--- config.mk ---
export PLATFORM = sky130hd
export DESIGN_NAME = tas_egress_gate
export DESIGN_NICKNAME = d
export VERILOG_FILES = /design/src/rtl/tas_pkg.sv /design/src/rtl/tas_gcl_store.sv /design/src/rtl/tas_slot_seq.sv /design/src/rtl/tas_gate_admit.sv /design/src/rtl/tas_egress_gate.sv
export SDC_FILE = /design/constraint.sdc
export NUM_CORES = 2
export LEC_CHECK = 0
export ABC_AREA = 1
export BUFFER_PORTS_ARGS = -buffer_cell sky130_fd_sc_hd__buf_2
export CAP_MARGIN = 20
export CORE_MARGIN = 5
export CORE_UTILIZATION = 30
export CTS_CLUSTER_SIZE = 28
export DETAILED_ROUTE_END_ITERATION = 7
export PLACE_DENSITY = 0.52
export SYNTH_ARGS = -nofsm -noshare
export SYNTH_HDL_FRONTEND = slang
export SYNTH_SLANG_ARGS = --single-unit
--- constraint.sdc ---
create_clock -name clk -period 9 [get_ports clk]
set_clock_uncertainty 0.2 [all_clocks]
set_input_delay 1.35 -clock clk [delete_from_list [all_inputs] [get_ports clk]]
set_output_delay 1.35 -clock clk [all_outputs]
set_load 0.1 [all_outputs]
--- src/rtl/tas_pkg.sv ---
// Package: shared defaults and helpers for the time-aware egress gate.
// Assumes nothing beyond being compiled before every module that imports it.
package tas_pkg;

    localparam int TAS_CLASSES = 8;
    localparam int TAS_DEPTH   = 8;
    localparam int TAS_DUR_W   = 32;
    localparam int TAS_FLEN_W  = 16;
    localparam int TAS_MISS_W  = 16;

    // Which of the two table banks is being played.
    typedef enum logic {
        BANK_0 = 1'b0,
        BANK_1 = 1'b1
    } tas_bank_e;

    // Width of an entry index; at least one bit.
    function automatic int tas_idx_w(input int depth);
        return (depth > 1) ? $clog2(depth) : 1;
    endfunction

    // Width of an entry count able to hold the value depth.
    function automatic int tas_cnt_w(input int depth);
        return $clog2(depth + 1);
    endfunction

endpackage

--- src/rtl/tas_gcl_store.sv ---
// Module: tas_gcl_store
// Two banks of schedule entries (duration plus class mask). There is one write
// port and two combinational read ports: A returns the mask of the active
// entry, B returns the duration of the entry that would load next.
// Assumes DEPTH is a power of two, so {bank, index} forms a dense address.
module tas_gcl_store #(
    parameter  int CLASSES = 8,
    parameter  int DEPTH   = 8,
    parameter  int DUR_W   = 32,
    localparam int IDX_W   = tas_pkg::tas_idx_w(DEPTH),
    localparam int ADDR_W  = IDX_W + 1,
    localparam int ENTRIES = 2 ** ADDR_W
) (
    input  logic               clk,
    input  logic               rst_n,
    input  logic               wr_en_i,
    input  logic               wr_bank_i,
    input  logic [IDX_W-1:0]   wr_idx_i,
    input  logic [DUR_W-1:0]   wr_dur_i,
    input  logic [CLASSES-1:0] wr_mask_i,
    input  logic               rda_bank_i,
    input  logic [IDX_W-1:0]   rda_idx_i,
    output logic [CLASSES-1:0] rda_mask_o,
    input  logic               rdb_bank_i,
    input  logic [IDX_W-1:0]   rdb_idx_i,
    output logic [DUR_W-1:0]   rdb_dur_o
);

    logic [DUR_W-1:0]   dur_q  [ENTRIES];
    logic [CLASSES-1:0] mask_q [ENTRIES];
    logic [ADDR_W-1:0]  wr_addr;
    logic [ADDR_W-1:0]  rda_addr;
    logic [ADDR_W-1:0]  rdb_addr;

    assign wr_addr  = {wr_bank_i,  wr_idx_i};
    assign rda_addr = {rda_bank_i, rda_idx_i};
    assign rdb_addr = {rdb_bank_i, rdb_idx_i};

    // Entry storage: cleared by reset, one entry written per strobe.
    always_ff @(posedge clk) begin
        if (!rst_n) begin
            for (int e = 0; e < ENTRIES; e++) begin
                dur_q[e]  <= '0;
                mask_q[e] <= '0;
            end
        end else if (wr_en_i) begin
            dur_q[wr_addr]  <= wr_dur_i;
            mask_q[wr_addr] <= wr_mask_i;
        end
    end

    // Read ports: the active mask and the duration about to load.
    assign rda_mask_o = mask_q[rda_addr];
    assign rdb_dur_o  = dur_q[rdb_addr];

endmodule

--- src/rtl/tas_slot_seq.sv ---
// Module: tas_slot_seq
// Walks the schedule. It keeps the active bank, entry index and ticks left,
// and loads the next entry when a slot ends or a start pulse arrives. A
// pending bank swap takes effect only on a wrap to entry 0.
// Assumes the store answers the next-entry read in the same clock, and that
// swap requests are not repeated while one is pending.
module tas_slot_seq
    import tas_pkg::*;
#(
    parameter  int DEPTH = 8,
    parameter  int DUR_W = 32,
    localparam int IDX_W = tas_idx_w(DEPTH),
    localparam int CNT_W = tas_cnt_w(DEPTH)
) (
    input  logic             clk,
    input  logic             rst_n,
    input  logic             start_i,
    input  logic             swap_req_i,
    input  logic [CNT_W-1:0] swap_len_i,
    input  logic [DUR_W-1:0] nxt_dur_i,
    output logic             running_o,
    output logic             cur_bank_o,
    output logic [IDX_W-1:0] cur_idx_o,
    output logic             nxt_bank_o,
    output logic [IDX_W-1:0] nxt_idx_o,
    output logic [DUR_W-1:0] rem_o,
    output logic             pend_o
);

    tas_bank_e        bank_q;
    tas_bank_e        bank_nx;
    logic             running_q;
    logic [IDX_W-1:0] idx_q;
    logic [IDX_W-1:0] idx_nx;
    logic [DUR_W-1:0] rem_q;
    logic [DUR_W-1:0] dur_floor;
    logic [CNT_W-1:0] len_q;
    logic [CNT_W-1:0] plen_q;
    logic [CNT_W-1:0] len_clamped;
    logic             pend_q;
    logic             slot_end;
    logic             boundary;
    logic             last_entry;
    logic             wrap;
    logic             take_swap;

    // Decide whether this clock closes a slot and where the walk goes next.
    assign slot_end   = running_q && (rem_q == DUR_W'(1));
    assign boundary   = start_i || slot_end;
    assign last_entry = (CNT_W'(idx_q) + CNT_W'(1)) == len_q;
    assign wrap       = start_i || last_entry;
    assign take_swap  = boundary && wrap && pend_q;
    assign idx_nx     = wrap ? '0 : idx_q + IDX_W'(1);
    assign dur_floor  = (nxt_dur_i == '0) ? DUR_W'(1) : nxt_dur_i;

    // Bank selection for the entry that loads next.
    always_comb begin
        bank_nx = bank_q;
        if (take_swap) begin
            bank_nx = (bank_q == BANK_0) ? BANK_1 : BANK_0;
        end
    end

    // Requested entry count limited to 1..DEPTH.
    always_comb begin
        if (swap_len_i == '0) begin
            len_clamped = CNT_W'(1);
        end else if (swap_len_i > CNT_W'(DEPTH)) begin
            len_clamped = CNT_W'(DEPTH);
        end else begin
            len_clamped = swap_len_i;
        end
    end

    // Run flag: set by the first start pulse and held until reset.
    always_ff @(posedge clk) begin
        if (!rst_n) begin
            running_q <= 1'b0;
        end else if (start_i) begin
            running_q <= 1'b1;
        end
    end

    // Slot position: load a new entry at a boundary, otherwise count down.
    always_ff @(posedge clk) begin
        if (!rst_n) begin
            idx_q  <= '0;
            rem_q  <= '0;
            bank_q <= BANK_0;
        end else if (boundary) begin
            idx_q  <= idx_nx;
            rem_q  <= dur_floor;
            bank_q <= bank_nx;
        end else if (running_q) begin
            rem_q  <= rem_q - DUR_W'(1);
        end
    end

    // Active entry count: replaced only when a swap lands.
    always_ff @(posedge clk) begin
        if (!rst_n) begin
            len_q <= CNT_W'(1);
        end else if (take_swap) begin
            len_q <= plen_q;
        end
    end

    // Swap request: remember it and its count until a wrap consumes it.
    always_ff @(posedge clk) begin
        if (!rst_n) begin
            pend_q <= 1'b0;
            plen_q <= CNT_W'(1);
        end else if (swap_req_i) begin
            pend_q <= 1'b1;
            plen_q <= len_clamped;
        end else if (take_swap) begin
            pend_q <= 1'b0;
        end
    end

    assign running_o  = running_q;
    assign cur_bank_o = bank_q;
    assign cur_idx_o  = idx_q;
    assign nxt_bank_o = bank_nx;
    assign nxt_idx_o  = idx_nx;
    assign rem_o      = rem_q;
    assign pend_o     = pend_q;

endmodule

--- src/rtl/tas_gate_admit.sv ---
// Module: tas_gate_admit
// Per-class admission. A class is open when the scheduler runs and its mask
// bit is set. It may start a frame only if the frame fits in the ticks left,
// which is the guard band. Each held frame is counted once in a saturating
// counter.
// Assumes FLEN_W <= DUR_W.
module tas_gate_admit #(
    parameter int CLASSES = 8,
    parameter int DUR_W   = 32,
    parameter int FLEN_W  = 16,
    parameter int MISS_W  = 16
) (
    input  logic                      clk,
    input  logic                      rst_n,
    input  logic                      running_i,
    input  logic [CLASSES-1:0]        mask_i,
    input  logic [DUR_W-1:0]          rem_i,
    input  logic [CLASSES-1:0]        req_i,
    input  logic [CLASSES*FLEN_W-1:0] flen_i,
    output logic [CLASSES-1:0]        gate_open_o,
    output logic [CLASSES-1:0]        tx_en_o,
    output logic [CLASSES*MISS_W-1:0] miss_cnt_o
);

    for (genvar c = 0; c < CLASSES; c++) begin : g_class
        logic [FLEN_W-1:0] flen_c;
        logic              open_c;
        logic              fits_c;
        logic              tx_c;
        logic              held_nx;
        logic              held_q;
        logic [MISS_W-1:0] cnt_q;

        // Guard band: the frame must end no later than the slot does.
        assign flen_c  = flen_i[c*FLEN_W +: FLEN_W];
        assign open_c  = running_i & mask_i[c];
        assign fits_c  = DUR_W'(flen_c) <= rem_i;
        assign tx_c    = req_i[c] & open_c & fits_c;
        assign held_nx = req_i[c] & ~tx_c;

        // Held-frame tracker: marks that the current wait is already counted.
        always_ff @(posedge clk) begin
            if (!rst_n) begin
                held_q <= 1'b0;
            end else begin
                held_q <= held_nx;
            end
        end

        // Miss counter: one step on the first clock of each wait, saturating.
        always_ff @(posedge clk) begin
            if (!rst_n) begin
                cnt_q <= '0;
            end else if (held_nx && !held_q && (cnt_q != '1)) begin
                cnt_q <= cnt_q + MISS_W'(1);
            end
        end

        assign gate_open_o[c]                 = open_c;
        assign tx_en_o[c]                     = tx_c;
        assign miss_cnt_o[c*MISS_W +: MISS_W] = cnt_q;
    end

endmodule

--- src/rtl/tas_egress_gate.sv ---
// Module: tas_egress_gate (top)
// Egress gate controller for one port. It connects the double-banked table
// store, the slot sequencer and the per-class admission logic. Writes always
// go to the bank that is not being played.
// Assumes a write does not coincide with the clock in which a swap lands.
module tas_egress_gate
    import tas_pkg::*;
#(
    parameter  int CLASSES = TAS_CLASSES,
    parameter  int DEPTH   = TAS_DEPTH,
    parameter  int DUR_W   = TAS_DUR_W,
    parameter  int FLEN_W  = TAS_FLEN_W,
    parameter  int MISS_W  = TAS_MISS_W,
    localparam int IDX_W   = tas_idx_w(DEPTH),
    localparam int CNT_W   = tas_cnt_w(DEPTH)
) (
    input  logic                      clk,
    input  logic                      rst_n,
    input  logic                      start_i,
    input  logic                      cfg_wr_i,
    input  logic [IDX_W-1:0]          cfg_idx_i,
    input  logic [DUR_W-1:0]          cfg_dur_i,
    input  logic [CLASSES-1:0]        cfg_mask_i,
    input  logic                      swap_req_i,
    input  logic [CNT_W-1:0]          swap_len_i,
    input  logic [CLASSES-1:0]        req_i,
    input  logic [CLASSES*FLEN_W-1:0] flen_i,
    output logic [CLASSES-1:0]        gate_open_o,
    output logic [CLASSES-1:0]        tx_en_o,
    output logic [IDX_W-1:0]          slot_idx_o,
    output logic [DUR_W-1:0]          slot_rem_o,
    output logic                      swap_pend_o,
    output logic [CLASSES*MISS_W-1:0] miss_cnt_o
);

    logic               running;
    logic               cur_bank;
    logic               nxt_bank;
    logic [IDX_W-1:0]   cur_idx;
    logic [IDX_W-1:0]   nxt_idx;
    logic [DUR_W-1:0]   nxt_dur;
    logic [DUR_W-1:0]   rem;
    logic [CLASSES-1:0] cur_mask;

    // Sequencer: tracks slot position and bank swaps.
    tas_slot_seq #(
        .DEPTH (DEPTH),
        .DUR_W (DUR_W)
    ) u_seq (
        .clk        (clk),
        .rst_n      (rst_n),
        .start_i    (start_i),
        .swap_req_i (swap_req_i),
        .swap_len_i (swap_len_i),
        .nxt_dur_i  (nxt_dur),
        .running_o  (running),
        .cur_bank_o (cur_bank),
        .cur_idx_o  (cur_idx),
        .nxt_bank_o (nxt_bank),
        .nxt_idx_o  (nxt_idx),
        .rem_o      (rem),
        .pend_o     (swap_pend_o)
    );

    // Table store: the write targets the inactive bank.
    tas_gcl_store #(
        .CLASSES (CLASSES),
        .DEPTH   (DEPTH),
        .DUR_W   (DUR_W)
    ) u_store (
        .clk        (clk),
        .rst_n      (rst_n),
        .wr_en_i    (cfg_wr_i),
        .wr_bank_i  (~cur_bank),
        .wr_idx_i   (cfg_idx_i),
        .wr_dur_i   (cfg_dur_i),
        .wr_mask_i  (cfg_mask_i),
        .rda_bank_i (cur_bank),
        .rda_idx_i  (cur_idx),
        .rda_mask_o (cur_mask),
        .rdb_bank_i (nxt_bank),
        .rdb_idx_i  (nxt_idx),
        .rdb_dur_o  (nxt_dur)
    );

    // Admission: gate state, guard band and miss accounting per class.
    tas_gate_admit #(
        .CLASSES (CLASSES),
        .DUR_W   (DUR_W),
        .FLEN_W  (FLEN_W),
        .MISS_W  (MISS_W)
    ) u_admit (
        .clk         (clk),
        .rst_n       (rst_n),
        .running_i   (running),
        .mask_i      (cur_mask),
        .rem_i       (rem),
        .req_i       (req_i),
        .flen_i      (flen_i),
        .gate_open_o (gate_open_o),
        .tx_en_o     (tx_en_o),
        .miss_cnt_o  (miss_cnt_o)
    );

    assign slot_idx_o = cur_idx;
    assign slot_rem_o = rem;

endmodule

After elaboration in Yosys (flattened, before gate mapping)
Memories as Yosys holds them, arrays and structs flattened. A register that Yosys moved wholly into a read port is not among the register bits.
Cells that the tools add are included.
W data, S select, Z words.
- bits of input ports: 188
- register bits: 182
- output and inout bits: 180
- memory bits (writable): 640
- memories kept: 2
- logic and storage cells: 153
- memories (name ; words ; bits a word ; rd ports ; clocked after memory_dff ; write ports ; line ; source):
    u_store.dur_q ; 16 ; 32 ; 1 ; 0 ; 16 ; tas_gcl_store.sv:29 ; logic [DUR_W-1:0] dur_q [ENTRIES];
    u_store.mask_q ; 16 ; 8 ; 1 ; 1 ; 16 ; tas_gcl_store.sv:30 ; logic [CLASSES-1:0] mask_q [ENTRIES];
- multiplexer cells: 22
- bitwise operators: 41
- $lt $le $gt $ge: 9
- $add $sub $neg: 11
- equality and inequality tests: 10
- reductions and logical operators: 35
- operator list (kind ; number):
    $le A16 B32 Y1 ; 8
    $add A16 B1 Y16 const B ; 8
    $mux W32 ; 4
    $ne A16 B16 Y1 const B ; 8
    $and A1 B1 Y1 ; 32
    $eq A32 B1 Y1 const B ; 1
    $logic_not A32 Y1 ; 1
    $reduce_or A32 Y1 ; 1
    $sub A32 B1 Y32 const B ; 1
    $mux W4 ; 6
    $logic_and A1 B1 Y1 ; 19
    $mux W1 ; 10
    $not A1 Y1 ; 9
    $logic_not A1 Y1 ; 8
    $mux W8 ; 1
    $reduce_or A8 Y1 ; 1
    $add A3 B1 Y4 const B ; 1
    $eq A4 B4 Y1 ; 1
    $gt A4 B4 Y1 const B ; 1
    $logic_not A4 Y1 ; 1
    $reduce_bool A2 Y1 ; 2
    $add A3 B1 Y3 const B ; 1
    $mux W3 ; 1
    $logic_or A1 B1 Y1 ; 2

Depth between registers and ports, before layout
An unclocked memory read counts as a cell.
- depth after elaboration: 10
- mapped depth: 23
- gate-level depth less buffers: 22

Modules after synthesis
A second synthesis with hierarchy kept.
- cells, all modules: 5627
- area total of the unflattened synthesis: 45541.2 sq um
- modules (own cells, without submodules) (module ; instances ; seq. area each (sq um) ; cells an instance ; area an instance (sq um)):
    tas_gcl_store ; 1 ; 19218.4 ; 3409 ; 30804.5
    tas_gate_admit ; 1 ; 2722.6 ; 1639 ; 11398.4
    tas_slot_seq ; 1 ; 920.9 ; 578 ; 3334.4
    tas_egress_gate ; 1 ; 0.0 ; 1 ; 3.8

Worst setup path after synthesis
No wires, ideal clock.
- path kind: register -> output
- start: register u_seq.rem_q[9] (netlist: u_seq.rem_o[9])
- end: output tx_en_o[3]
- path slack: 4696 ps
- stages on the path, launching flop included: 10
- required time: 7450 ps
- arrival time: 2754 ps
- buffers on the path: 1
- cell sequence: dfxtp_1 inv_1 ha_1 a21oi_1 nand3b_1 a21oi_1 nor4_1 o31ai_1 a21oi_1 buf_4
- cells in the longest elaborated chain, start to end: 2
- ends and longest elaborated chain (element ; line ; source):
    start, declared ; tas_slot_seq.sv:35 ; logic [DUR_W-1:0] rem_q;
    start signal, assigned ; tas_slot_seq.sv:92 ; rem_q <= dur_floor;
    start signal, assigned ; tas_slot_seq.sv:95 ; rem_q <= rem_q - DUR_W'(1);
    $le A16 B32 Y1 ; tas_gate_admit.sv:37 ; assign fits_c = DUR_W'(flen_c) <= rem_i;
    $and A1 B1 Y1 ; tas_gate_admit.sv:38 ; assign tx_c = req_i[c] & open_c & fits_c;
    end, declared ; tas_egress_gate.sv:29 ; output logic [CLASSES-1:0] tx_en_o,
Every way passes these cells.

==> metrics.csv <==
metric;value;unit
crit_type;reg -> out;
cts_made_buffers;94;
start_util;30.22;%
std_cell_rows;138;
status;complete, no violations;
grt_max_degree;175;
rsz0062_at_grt;false;
synth.most_common_cell;nor2_1;
place_congestion;0.9141;
clock_path_buffers;3;
wl_per_cell;22.31;um
grt_pass1_wl;234600;um
yosys.area_share.simple;25.31;%
synth_top_family_by_area;simple AND/OR/NAND/NOR gates;
min_period_over_period;63.89;%
crit_path_end_kind;primary output;
drtIter0Drc;3392;
core;141800;um2
layout-drive-gt1-share;11.99;%
drt-pass1-iter-count;6;
synth-seq-cells;826;
yosysWarnings;0;
synthXorXnorAreaFrac;1.002;%
die_x;387.9;um
area.growth.synth_to_final;14.71;%
place.port_buffers;367;
synth_area;42840;um2
startpoint_type;flip-flop;
synth_top_area_share;44.86;%
synth_fa_ha_area_share;4.060;%
yosysSeqAreaShare;53.56;%
synth_edf_count;640;
ant_nets;0;
n_fill_cell;14560;
fmax;173.9;MHz
die_h;387.9;um
vias;36690;
post_cts_buffers;0;
synth_area_leaders;edfxtp_1 (45%), nor2_1 (9.9%), dfxtp_1 (8.7%);
cellPowerDensity;201.4;nW/um2
timing.setup.tns;0;ns
ys.flop_type;edfxtp_1;
synthMuxAreaShare;0;%
syn_inst;5031;
wirelength;160800;um
synth_common_cells;nor2_1 (1127), nand2_1 (660), edfxtp_1 (640);
fin_crit;5.750;ns
place_ws;3.723;ns
cts_resized;0;
required;7.45;ns
grt_util_all_layers;20.53;%
ioPinCount;368;
clk_pin_slew;0.06;ns
worstSkewPairLatency;0.69;ns
crit_arrival;4.20;ns
worst_pin_slew;1.050;ns
cp_max_fo;64;
avgSynthCellArea;8.515;um2
synth_compound_area_share;7.486;%
viasPerCell;5.090;
synthesis.nets;5358;
cts_root_buf;clkbuf_16;
cts_sinks;826;
holdCritPathClass;reg -> reg;
setup_viol;0;
drc;0;
cap_violations;0;
setup_ws;3.250;ns
die-area;150400;um2
max-slew-margin-rel;29.60;%
critPathBufInv;3;
h-tree-depth;3;
final_hold_viol_count;0;
dp_hpwl;96830;um
synth_cell_type_count;50;
grt_overflow;0;
leakagePower;0.02063;uW
ctsHoldBuffers;0;
peakVddDrop;0.1411;mV
synth_top_cell_by_area;edfxtp_1;
grt_pass1_vias;34370;
fin_nets;5554;
slowest_stage;a21oi_1;
async_flop_share;0;%
antenna_found_initial;27;
r2r_setup_slack;3.61;ns
path_cells;buf_4, inv_4, o21ai_0, o221ai_1, o211ai_1, a21oi_1, nand2_1, a21oi_2, buf_2;
max_stage_delay;0.63;ns
maxSlewViolCount;0;
cts_tree;built;
crit_family;compound AO/OA/AOI/OAI gates;
[through the flow]
stage	total power (uW)	area, um2	instances	utilization, %	hold slack [ns]
after detailed placement	6188	46120	7021	32.54	0.2666
after floorplan	5584	42840	5031	-	0.2404
after global routing	10290	49130	7202	34.66	0.3068
after global placement	6171	46120	7021	32.54	0.2568
after CTS	9961	49100	7193	34.64	0.2761
final	9898	49140	7207	34.66	0.2756
[cell type report]
class	instances	area (um2)	area share, %
clock inverters	42	435.4	0.8861
multi-input cells	3297	16310	33.20
inverters	584	2208	4.494
flip-flops and latches	826	22940	46.69
well taps	1890	2365	4.812
diodes	14	35.03	0.07129
repair buffers	424	2292	4.665
clock buffers	130	2547	5.184
[power by group]
| group | internal [uW] | switching, uW | leakage [uW] |
|---|---|---|---|
| sequential | 4250 | 79.2 | 0.00815 |
| clock | 2130 | 1640 | 0.00143 |
| combinational | 418 | 1380 | 0.0110 |
[sequential cells by signal, indices dropped and copies added (netlist names), named ones only]
register,cells
u_seq.running_o,1
u_admit.g_class.held_q,8
u_seq.pend_o,1
u_seq.cur_bank_o,1
u_store.dur_q,512
u_seq.plen_q,4
u_seq.rem_o,32
u_seq.len_q,4
u_seq.cur_idx_o,3
u_admit.g_class.cnt_q,128
u_store.mask_q,128
[worst reg2reg max path, delay by kind of cell (launching register included)]
| family | cells | cell delay (ns) |
|---|---|---|
| AOI/OAI and AO/OA | 2 | 0.15 |
| adders and majority gates | 1 | 0.37 |
| buffers and inverters | 4 | 1.46 |
| DFF | 1 | 0.62 |
| and+or+nand+nor | 15 | 2.49 |
[cells by family after synthesis]
kind of cell | count (synthesis)
AO/OA/AOI/OAI | 576
buffers and inverters | 908
adder cells (fa/ha/maj) | 139
XOR/XNOR | 49
flip-flops | 826
AND/OR/NAND/NOR | 2533
[placed cells by master (no fill, tap or decap), types with 14 or more instances in the layout]
cell type	instances
nor4_1	17
o21ai_0	255
edfxtp_1	640
nand2_2	40
buf_4	56
o211ai_1	17
nor2_1	1127
nand4_1	185
a21oi_1	180
nand3_1	395
a31oi_1	38
inv_2	17
buf_2	366
xnor2_1	18
o221ai_1	21
nand2_1	628
clkbuf_1	30
clkinv_1	19
diode_2	14
xor2_1	31
dfxtp_1	185
inv_1	559
clkbuf_16	94
nor3_1	107
ha_1	139
[per-layer routing]
| metal | up-vias | share of wire, % | wire, um | track usage (%) |
|---|---|---|---|---|
| li1 | 17230 | - | - | - |
| met1 | 17580 | 43 | 68660 | 27.98 |
| met2 | 1588 | 46 | 73550 | 32.97 |
| met3 | 276 | 8.2 | 13110 | 3.629 |
| met4 | 8 | 3.4 | 5396 | 7.055 |
| met5 | - | 0.034 | 55 | 0 |
[path summary, 6_finish.rpt]
kind / cells past startpoint / startpoint / endpoint
min: 2 / u_seq.len_q[1] / u_seq.len_q[1]
min reg2reg: 2 / u_seq.len_q[1] / u_seq.len_q[1]
max: 9 / flip-flop / tx_en_o[0]
max reg2reg: 22 / u_seq.cur_idx_o[0] / u_seq.rem_o[0]
Power figures use the tool's default switching activity.
